<file path="src/rtl/frame_tx_pkg.sv">
package frame_tx_pkg;

  // Format register layout: [5:4] stop select, [3] odd, [2] parity enable, [1:0] length
  typedef struct packed {
    logic [1:0] stopSel;
    logic       parOdd;
    logic       parEn;
    logic [1:0] lenCode;
  } fmt_t;

  typedef enum logic [2:0] {
    ST_IDLE,
    ST_START,
    ST_DATA,
    ST_PAR,
    ST_STOP
  } txState_t;

  typedef enum logic [1:0] {
    LN_HIGH,
    LN_LOW,
    LN_DATA,
    LN_PAR
  } lineSel_t;

  typedef struct packed {
    logic     load;
    logic     shift;
    lineSel_t lineSel;
  } txStrobe_t;

endpackage

</file>
<file path="src/rtl/frame_tx_ctrl.sv">
module frame_tx_ctrl
  import frame_tx_pkg::*;
#(
  parameter int TPB    = 16,
  parameter int DATA_W = 8
) (
  input  logic       clk,
  input  logic       rstN,
  input  logic       tick16,
  input  logic       cfgWrite,
  input  fmt_t       cfgWord,
  input  logic       loadReq,
  output logic [1:0] liveLenCode,
  output logic       liveParOdd,
  output txStrobe_t  strb,
  output logic       busy
);

  localparam int MIN_LEN = DATA_W - 3;
  localparam int BIT_W   = $clog2(DATA_W);
  localparam int CNT_W   = $clog2(2 * TPB + 1);

  fmt_t             fmtLive;
  fmt_t             fmtFrm;
  txState_t         state;
  logic [CNT_W-1:0] tickCnt;
  logic [BIT_W-1:0] bitIdx;
  logic [BIT_W:0]   dataLen;
  logic [CNT_W-1:0] stopTicks;
  logic [CNT_W-1:0] phaseLimit;
  logic             phaseEnd;
  logic             lastBit;

  assign liveLenCode = fmtLive.lenCode;
  assign liveParOdd  = fmtLive.parOdd;
  assign busy        = (state != ST_IDLE);

  assign dataLen = (BIT_W+1)'(MIN_LEN) + {{(BIT_W-1){1'b0}}, fmtFrm.lenCode};
  assign lastBit = ({1'b0, bitIdx} == dataLen - 1'b1);

  always_comb begin
    case (fmtFrm.stopSel)
      2'b00:   stopTicks = CNT_W'(TPB);
      2'b01:   stopTicks = (fmtFrm.lenCode == 2'b00) ? CNT_W'(TPB + TPB / 2) : CNT_W'(2 * TPB);
      default: stopTicks = CNT_W'(2 * TPB);
    endcase
  end

  assign phaseLimit = (state == ST_STOP) ? stopTicks : CNT_W'(TPB);
  assign phaseEnd   = tick16 && (tickCnt == phaseLimit - 1'b1);

  always_comb begin
    strb.load  = (state == ST_IDLE) && loadReq;
    strb.shift = (state == ST_DATA) && phaseEnd;
    case (state)
      ST_START: strb.lineSel = LN_LOW;
      ST_DATA:  strb.lineSel = LN_DATA;
      ST_PAR:   strb.lineSel = LN_PAR;
      default:  strb.lineSel = LN_HIGH;
    endcase
  end

  always_ff @(posedge clk) begin
    if (!rstN) begin
      fmtLive <= fmt_t'(6'b00_0_0_11);
      fmtFrm  <= fmt_t'(6'b00_0_0_11);
      state   <= ST_IDLE;
      tickCnt <= '0;
      bitIdx  <= '0;
    end else begin
      if (cfgWrite) fmtLive <= cfgWord;
      if (state != ST_IDLE && tick16) tickCnt <= phaseEnd ? '0 : tickCnt + 1'b1;
      case (state)
        ST_IDLE: if (loadReq) begin
          state   <= ST_START;
          fmtFrm  <= fmtLive;
          tickCnt <= '0;
          bitIdx  <= '0;
        end
        ST_START: if (phaseEnd) state <= ST_DATA;
        ST_DATA: if (phaseEnd) begin
          if (lastBit) state <= fmtFrm.parEn ? ST_PAR : ST_STOP;
          else         bitIdx <= bitIdx + 1'b1;
        end
        ST_PAR:  if (phaseEnd) state <= ST_STOP;
        ST_STOP: if (phaseEnd) state <= ST_IDLE;
        default: state <= ST_IDLE;
      endcase
    end
  end

  AST_LOAD_STARTS: assert property (@(posedge clk) disable iff (!rstN)
    (loadReq && !busy) |=> busy) else $error("load not accepted");

  AST_BUSY_ENDS_ON_TICK: assert property (@(posedge clk) disable iff (!rstN)
    $fell(busy) |-> $past(tick16)) else $error("busy fell without tick");

  AST_TICK_RANGE: assert property (@(posedge clk) disable iff (!rstN)
    tickCnt < CNT_W'(2 * TPB)) else $error("tick count overran");

endmodule

</file>
<file path="src/rtl/frame_tx_dp.sv">
module frame_tx_dp
  import frame_tx_pkg::*;
#(
  parameter int DATA_W = 8
) (
  input  logic              clk,
  input  logic              rstN,
  input  txStrobe_t         strb,
  input  logic [1:0]        lenCode,
  input  logic              parOdd,
  input  logic [DATA_W-1:0] loadData,
  output logic              txLine
);

  localparam int MIN_LEN = DATA_W - 3;

  logic [DATA_W-1:0] lenMask;
  logic [DATA_W-1:0] shiftReg;
  logic              parBit;

  always_comb begin
    for (int i = 0; i < DATA_W; i++) lenMask[i] = (i < MIN_LEN + int'(lenCode));
  end

  always_ff @(posedge clk) begin
    if (!rstN) begin
      shiftReg <= '0;
      parBit   <= 1'b0;
    end else if (strb.load) begin
      shiftReg <= loadData & lenMask;
      parBit   <= (^(loadData & lenMask)) ^ parOdd;
    end else if (strb.shift) begin
      shiftReg <= shiftReg >> 1;
    end
  end

  always_comb begin
    case (strb.lineSel)
      LN_LOW:  txLine = 1'b0;
      LN_DATA: txLine = shiftReg[0];
      LN_PAR:  txLine = parBit;
      default: txLine = 1'b1;
    endcase
  end

endmodule

</file>
<file path="src/rtl/frame_tx.sv">
module frame_tx
  import frame_tx_pkg::*;
#(
  parameter int TPB    = 16,
  parameter int DATA_W = 8
) (
  input  logic              clk,
  input  logic              rstN,
  input  logic              tick16,
  input  logic              cfgWrite,
  input  logic [5:0]        cfgWord,
  input  logic              loadReq,
  input  logic [DATA_W-1:0] loadData,
  output logic              txLine,
  output logic              busy
);

  txStrobe_t  strb;
  logic [1:0] liveLenCode;
  logic       liveParOdd;

  frame_tx_ctrl #(.TPB(TPB), .DATA_W(DATA_W)) u_ctrl (
    .clk         (clk),
    .rstN        (rstN),
    .tick16      (tick16),
    .cfgWrite    (cfgWrite),
    .cfgWord     (fmt_t'(cfgWord)),
    .loadReq     (loadReq),
    .liveLenCode (liveLenCode),
    .liveParOdd  (liveParOdd),
    .strb        (strb),
    .busy        (busy)
  );

  frame_tx_dp #(.DATA_W(DATA_W)) u_dp (
    .clk      (clk),
    .rstN     (rstN),
    .strb     (strb),
    .lenCode  (liveLenCode),
    .parOdd   (liveParOdd),
    .loadData (loadData),
    .txLine   (txLine)
  );

  AST_IDLE_HIGH: assert property (@(posedge clk) disable iff (!rstN)
    !busy |-> txLine) else $error("line low while idle");

  AST_START_LOW: assert property (@(posedge clk) disable iff (!rstN)
    $rose(busy) |-> !txLine) else $error("no start bit");

  AST_LINE_HOLD: assert property (@(posedge clk) disable iff (!rstN)
    (busy && $past(busy) && !$past(tick16)) |-> $stable(txLine)) else $error("line moved off tick");

endmodule

</file>
<file path="config.mk">
export PLATFORM = sky130hd
export DESIGN_NAME = frame_tx
export DESIGN_NICKNAME = d
export VERILOG_FILES = /design/src/rtl/frame_tx_pkg.sv /design/src/rtl/frame_tx_ctrl.sv /design/src/rtl/frame_tx_dp.sv /design/src/rtl/frame_tx.sv
export SDC_FILE = /design/constraint.sdc
export NUM_CORES = 1
export LEC_CHECK = 0
export BUFFER_PORTS_ARGS = -buffer_cell sky130_fd_sc_hd__buf_4
export CAP_MARGIN = 20
export CORE_ASPECT_RATIO = 0.5
export CORE_UTILIZATION = 53
export CTS_CLUSTER_DIAMETER = 80
export CTS_CLUSTER_SIZE = 20
export DETAILED_ROUTE_END_ITERATION = 16
export HOLD_SLACK_MARGIN = 0.12
export PLACE_DENSITY = 0.74
export SLEW_MARGIN = 20
export SYNTH_ARGS = -nofsm -noshare
export SYNTH_HDL_FRONTEND = slang
export SYNTH_SLANG_ARGS = --single-unit
export TNS_END_PERCENT = 10
</file>
<file path="constraint.sdc">
create_clock -name clk -period 5.7 [get_ports clk]
set_clock_uncertainty 0.05 [all_clocks]
set_input_delay 0.285 -clock clk [delete_from_list [all_inputs] [get_ports clk]]
set_output_delay 0.285 -clock clk [all_outputs]
set_load 0.02 [all_outputs]
</file>
# After elaboration in Yosys (flattened, before gate mapping)
# Cells that the tools add are included.
[totals]
register_bits = 32
inputBits = 19
out_inout_bits = 2
[classes]
n_addsub = 6
order_cmp = 8
eq_ne = 17
muxes = 23
bitwise_logic = 2
reduce_logical = 14
[op_table]
columns = ["operator", "n"]
rows = [
  ["$lt 4x32->1 const A", 4],
  ["$lt 3x32->1 const A", 2],
  ["$mux 6", 6],
  ["$lt 2x32->1 const A", 1],
  ["$mux 3", 10],
  ["$mux 8", 2],
  ["$pmux 3 s5", 1],
  ["$pmux 6 s2", 1],
  ["$ne 2x1->1 const B", 5],
  ["$add 3x2->4 const A", 2],
  ["$and 8x8->8", 1],
  ["$reduce_xor 8->1", 1],
  ["$add 6x1->6 const B", 1],
  ["$eq 3x2->1 const B", 2],
  ["$eq 6x6->1", 1],
  ["$pmux 2 s3", 1],
  ["$pmux 3 s2", 1],
  ["$reduce_and 6->1", 1],
  ["$sub 6x1->6 const B", 1],
  ["$eq 2x1->1 const B", 2],
  ["$eq 2x2->1 const B", 2],
  ["$eq 3x4->1", 1],
  ["$logic_and 1x1->1", 4],
  ["$logic_not 2->1", 2],
  ["other kinds (13)", 15],
]

# Depth between registers and ports, before layout
[depth]
depth_word = 11
depth_mapped = 11
ltp_nobuf = 9

# Hierarchy
# From an unflattened synthesis, not the netlist that was laid out.
[unflattened]
cells_unflattened = 218
area_unflattened_um2 = 1861.8
[by_module_without_submodules]
columns = ["module", "instances", "cells_per_inst", "area_each_um2", "seq_area_each_um2"]
rows = [
  ["frame_tx_ctrl", 1, 161, 1343.8, 460.4],
  ["frame_tx_dp", 1, 57, 518.0, 180.2],
]

# Worst setup path before layout
# No wires, ideal clock.
[synth_timing]
path_type = "register -> register"
start = "reg u_ctrl.fmtFrm[5] (netlist name)"
end = "reg u_dp.shiftReg[0]"
arrival_ps = 2392
t_required_ps = 5517
setup_slack_ps = 3126
path_stages_with_launch = 11
period_less_slack_ps = 2574
path_cell_list = "dfxtp_1 or4b_4 nand2b_1 ha_1 xor2_1 nor4_2 a311o_4 nand3_4 buf_12 mux2i_1 a21oi_1"
[synth_via]
elab_chain_len = 8
word_cells_on_any_way = 9
[synth_lines]
columns = ["element", "line", "rtl"]
rows = [
  ["from (decl)", "frame_tx_ctrl.sv:24", "fmt_t fmtFrm;"],
  ["from (signal assigned)", "frame_tx_ctrl.sv:66", "fmtFrm <= fmt_t'(6'b00_0_0_11);"],
  ["from (signal assigned)", "frame_tx_ctrl.sv:76", "fmtFrm <= fmtLive;"],
  ["$eq 2x1->1 / $logic_not 2->1 (equally long branches)", "frame_tx_ctrl.sv:42", "case (fmtFrm.stopSel)"],
  ["$pmux 6 s2 *", "frame_tx_ctrl.sv:42", ""],
  ["$mux 6 *", "frame_tx_ctrl.sv:49", "assign phaseLimit = (state == ST_STOP) ? stopTicks : CNT_W'(TPB);"],
  ["$sub 6x1->6 *", "frame_tx_ctrl.sv:50", "assign phaseEnd = tick16 && (tickCnt == phaseLimit - 1'b1);"],
  ["$eq 6x6->1 *", "frame_tx_ctrl.sv:50", ""],
  ["$logic_and 1x1->1 *", "frame_tx_ctrl.sv:50", ""],
  ["$logic_and 1x1->1 *", "frame_tx_ctrl.sv:54", "strb.shift = (state == ST_DATA) && phaseEnd;"],
  ["$reduce_bool 2->1 (no source line) *", "n/a", ""],
  ["to (signal assigned)", "frame_tx_dp.sv:30", "shiftReg <= loadData & lenMask;"],
  ["to (signal assigned)", "frame_tx_dp.sv:33", "shiftReg <= shiftReg >> 1;"],
  ["to (decl)", "frame_tx_dp.sv:18", "logic [DATA_W-1:0] shiftReg;"],
]
# Every way passes the cells marked *; elsewhere a longest branch is shown, timed or not.
# A chain may end at the register's enable or synchronous reset.

# Final worst setup path
[layout_timing]
start = "reg u_ctrl.fmtFrm[0] (netlist name)"
end = "reg u_ctrl.bitIdx[0]"
[layout_via]
elab_chain_len = 9
word_cells_on_any_way = 13
[layout_lines]
columns = ["element", "line", "rtl"]
rows = [
  ["$logic_not 2->1", "frame_tx_ctrl.sv:44", "2'b01: stopTicks = (fmtFrm.lenCode == 2'b00) ? CNT_W'(TPB + TPB / 2) : CNT_W'(2 * TPB);"],
  ["$mux 6", "frame_tx_ctrl.sv:44", ""],
  ["$pmux 6 s2", "frame_tx_ctrl.sv:42", ""],
  ["$mux 6", "frame_tx_ctrl.sv:49", ""],
  ["$sub 6x1->6", "frame_tx_ctrl.sv:50", ""],
  ["$eq 6x6->1", "frame_tx_ctrl.sv:50", ""],
  ["$logic_and 1x1->1", "frame_tx_ctrl.sv:50", ""],
  ["$ne 2x1->1 (no source line)", "n/a", ""],
  ["$reduce_and 4->1 (no source line) *", "n/a", ""],
  ["to (signal assigned)", "frame_tx_ctrl.sv:83", "else bitIdx <= bitIdx + 1'b1;"],
  ["to (decl)", "frame_tx_ctrl.sv:27", "logic [BIT_W-1:0] bitIdx;"],
]
# Marked as above.

==> results.txt <==
Met3 Track Usage GR: 0.0747
Largest net degree at the start of global routing: 29
Leak Pwr: 0.822 nW
Max clock buf depth: 2
Setup TNS: 0 ns
Critical path arrival: 3.00 ns
Mean number of vias per cell: 5.42
CTS Buf Count: 5
Period utilisation layout: 0.497
Setup slack after layout: 2.87 ns
Clk Latency, worst-skew pair: 0.29 ns
Routed WL per cell: 12.9 um
Final nets: 229
Req. time, crit path: 5.86 ns
CTS Root Cell: clkbuf_8
Worst slew margin: 0.501
Number of global-route vias before repair: 1,212
Post-CTS Setup Inserts: 0
Gr busiest metal: met2
CTS resizes: 0
Placement Setup Slack: 2.88 ns
Drt first pass iters: 4
Fmax: 0.353 GHz
Post-route DRC: 0
Initial antenna violation count: 0
Grt total ovfl: 0
Die X-Extent: 81.3 um
Power Density: 277 nW/um^2
CP Launch Type: flop
Final WL: 3160 um
RSZ-0062 raised after global routing: false
Final ANT Viol Nets: 0
First-pass GRT wire length: 5280 um
CP Cell Sequence: or4b_4 > nand2b_1 > ha_1 > xor2_1 > a211oi_1 > a311o_4 > nand3_4 > or3_1 > a21boi_1
Reg2reg setup slack: 2.87 ns
Die area: 3390 um^2
CTS tree: built
GRT Util Overall: 0.209
Syn Area/Cell: 8.73 um^2
GRT met2 Usage: 0.302
DR vias: 1,327
Area Growth Syn to Fin: 14.9%
Tmin final: 2.83 ns
Worst hold path class: input pin to flop
Max-slew violation count: 0
Cells after Synth: 191
Slowest library cell on the worst path: or4b_4
Crit path buf inv count: 0
# hold bufs at CTS: 0
Worst-path fanout max: 14
HPWL Detailed: 2280 um
Outcome: finished, final reports clean
Met1 usage: 0.280
Least-Margin Pin Slew: 0.747 ns
Library cells used by synthesis: 40
Hold Violations, Final: 0
First DRT Iteration DRCs: 86
Fill count: 236
Worst IR Drop VDD: 0.000162 V
Share of cells above drive strength 1: 0.173
Critical Path End Type: flop
GPL Wtd Cong: 0.865
Number of synthesized flops with an enable pin: 0
Type of the worst setup path: flop to flop
Chip height: 41.7 um
Initial core utilization: 0.599
Core Area: 2780 um^2
Max-Cap Viols: 0
Clock sink count: 32
Worst path max stage delay: 0.55 ns
Number of diodes: 0
Endpoints failing setup: 0
Top FF cell, synth: dfxtp_1
Port-buffer cells: 20
Io pins: 21
Post-Syn Nets: 213
Yosys reg bits: 32
Async SR Flop Fraction: 0
Row Count: 13
Worst-path clk slew: 0.07 ns
# H-tree levels: 2
Sequential share of the synthesized area: 0.384
Cell Area, Synth: 1670 um^2
Syn. warnings: 0
Kind of cell adding the most delay to the critical path: simple AND/OR/NAND/NOR gates
[stage by stage]
step	utilization	power [W]	hold WS [ns]	instances	instance area, um^2
after floorplan	-	0.000298	0.364	191	1670
after global placement	0.649	0.000318	0.410	237	1800
after detailed placement	0.649	0.000319	0.418	237	1800
after CTS	0.689	0.000532	0.155	245	1920
after global routing	0.689	0.000552	0.171	245	1920
final	0.689	0.000531	0.161	245	1920
[sequential cells by signal, summed over array words and instances (netlist names)]
name                flops
u_ctrl.tickCnt          6
u_dp.parBit             1
u_ctrl.bitIdx           3
u_ctrl.fmtLive          3
u_ctrl.liveParOdd       1
u_ctrl.liveLenCode      2
u_ctrl.fmtFrm           5
u_ctrl.state            3
u_dp.shiftReg           8
[cells in the mapped netlist (2+ instances only)]
master | count | area share
nand2b_1 | 4 | 0.015
and2_1 | 3 | 0.011
or2_2 | 2 | 0.0075
nor2_1 | 11 | 0.025
a21oi_1 | 10 | 0.030
clkbuf_1 | 9 | 0.020
o2111ai_1 | 2 | 0.011
inv_1 | 2 | 0.0045
o21ai_0 | 13 | 0.039
mux2i_1 | 14 | 0.084
xor2_1 | 4 | 0.021
or3_1 | 3 | 0.011
nand2_1 | 28 | 0.063
xnor2_1 | 11 | 0.058
ha_1 | 3 | 0.023
nand3_1 | 6 | 0.018
o211ai_1 | 2 | 0.0090
nor2b_1 | 6 | 0.023
nand4_1 | 2 | 0.0075
a31oi_1 | 2 | 0.0075
dfxtp_1 | 32 | 0.38
a21boi_0 | 4 | 0.018
[worst register-to-register path, stage by stage (launching register included)]
cell and delay (ns):
dfxtp_1 0.34, or4b_4 0.55, nand2b_1 0.17, ha_1 0.22, xor2_1 0.18, a211oi_1 0.31, a311o_4 0.20, nand3_4 0.19
or3_1 0.41, a21boi_1 0.15
[layout make-up]
class	count	area, um^2	share of cell area
clock buffers	5	68.8	0.0359
clock inverters	3	42.5	0.0222
inverters	2	7.51	0.00392
multi-input cells	146	960	0.501
flip-flops and latches	32	641	0.334
well taps	37	46.3	0.0242
repair buffers	20	150	0.0784
[power by group]
part	switching [W]	internal [W]	total (W)
combinational	0.0000333	0.0000334	0.0000667
clock	0.0000877	0.000129	0.000217
sequential	0.0000103	0.000237	0.000247
[worst paths after layout]
kind	endpoint	start	cells after the start
min reg2reg	u_ctrl.fmtFrm[4]$_SDFFE_PN0P_	u_ctrl.fmtFrm[4]$_SDFFE_PN0P_	2
max reg2reg	u_ctrl.bitIdx[0]$_SDFFE_PN0P_	u_ctrl.fmtFrm[0]$_SDFFE_PN1P_	9
min	u_ctrl.liveLenCode[1]$_SDFFE_PN1P_	cfgWord[1]	3
max	u_ctrl.bitIdx[0]$_SDFFE_PN0P_	u_ctrl.fmtFrm[0]$_SDFFE_PN1P_	9
[routing by layer]
| layer | wire (um) | part of all wire |
|---|---|---|
| met1 | 1690 | 0.53 |
| met2 | 1270 | 0.40 |
| met3 | 147 | 0.047 |
| met4 | 48 | 0.015 |
| met5 | 0 | 0 |
[layout by cell type (no fill, tap or decap), types with 2 or more instances in the layout]
cell type  instances
inv_1              2
nand2b_1           4
a21boi_0           4
xor2_1             4
clkbuf_8           5
and2_1             3
or3_1              3
a31oi_1            2
o2111ai_1          2
nand2_1           28
buf_4             20
ha_1               3
nand4_1            2
or2_2              2
mux2i_1           14
xnor2_1           11
nor2b_1            6
a21oi_1           10
nor2_1            11
o21ai_0           13
o211ai_1           2
nand3_1            6
dfxtp_1           32
[cell families (layout without fill, tap and decap cells)]
kind of cell,count (synthesis),after routing,synth area share
AOI/OAI and AO/OA,40,40,0.155
adders and majority gates,3,3,0.0225
buffers and inverters,13,30,0.0398
DFF,32,32,0.384
xor gates and xnor gates,15,15,0.0788
and+or+nand+nor,74,74,0.236
muxes,14,14,0.0841
No activity file was read; power rests on OpenSTA's default activity.
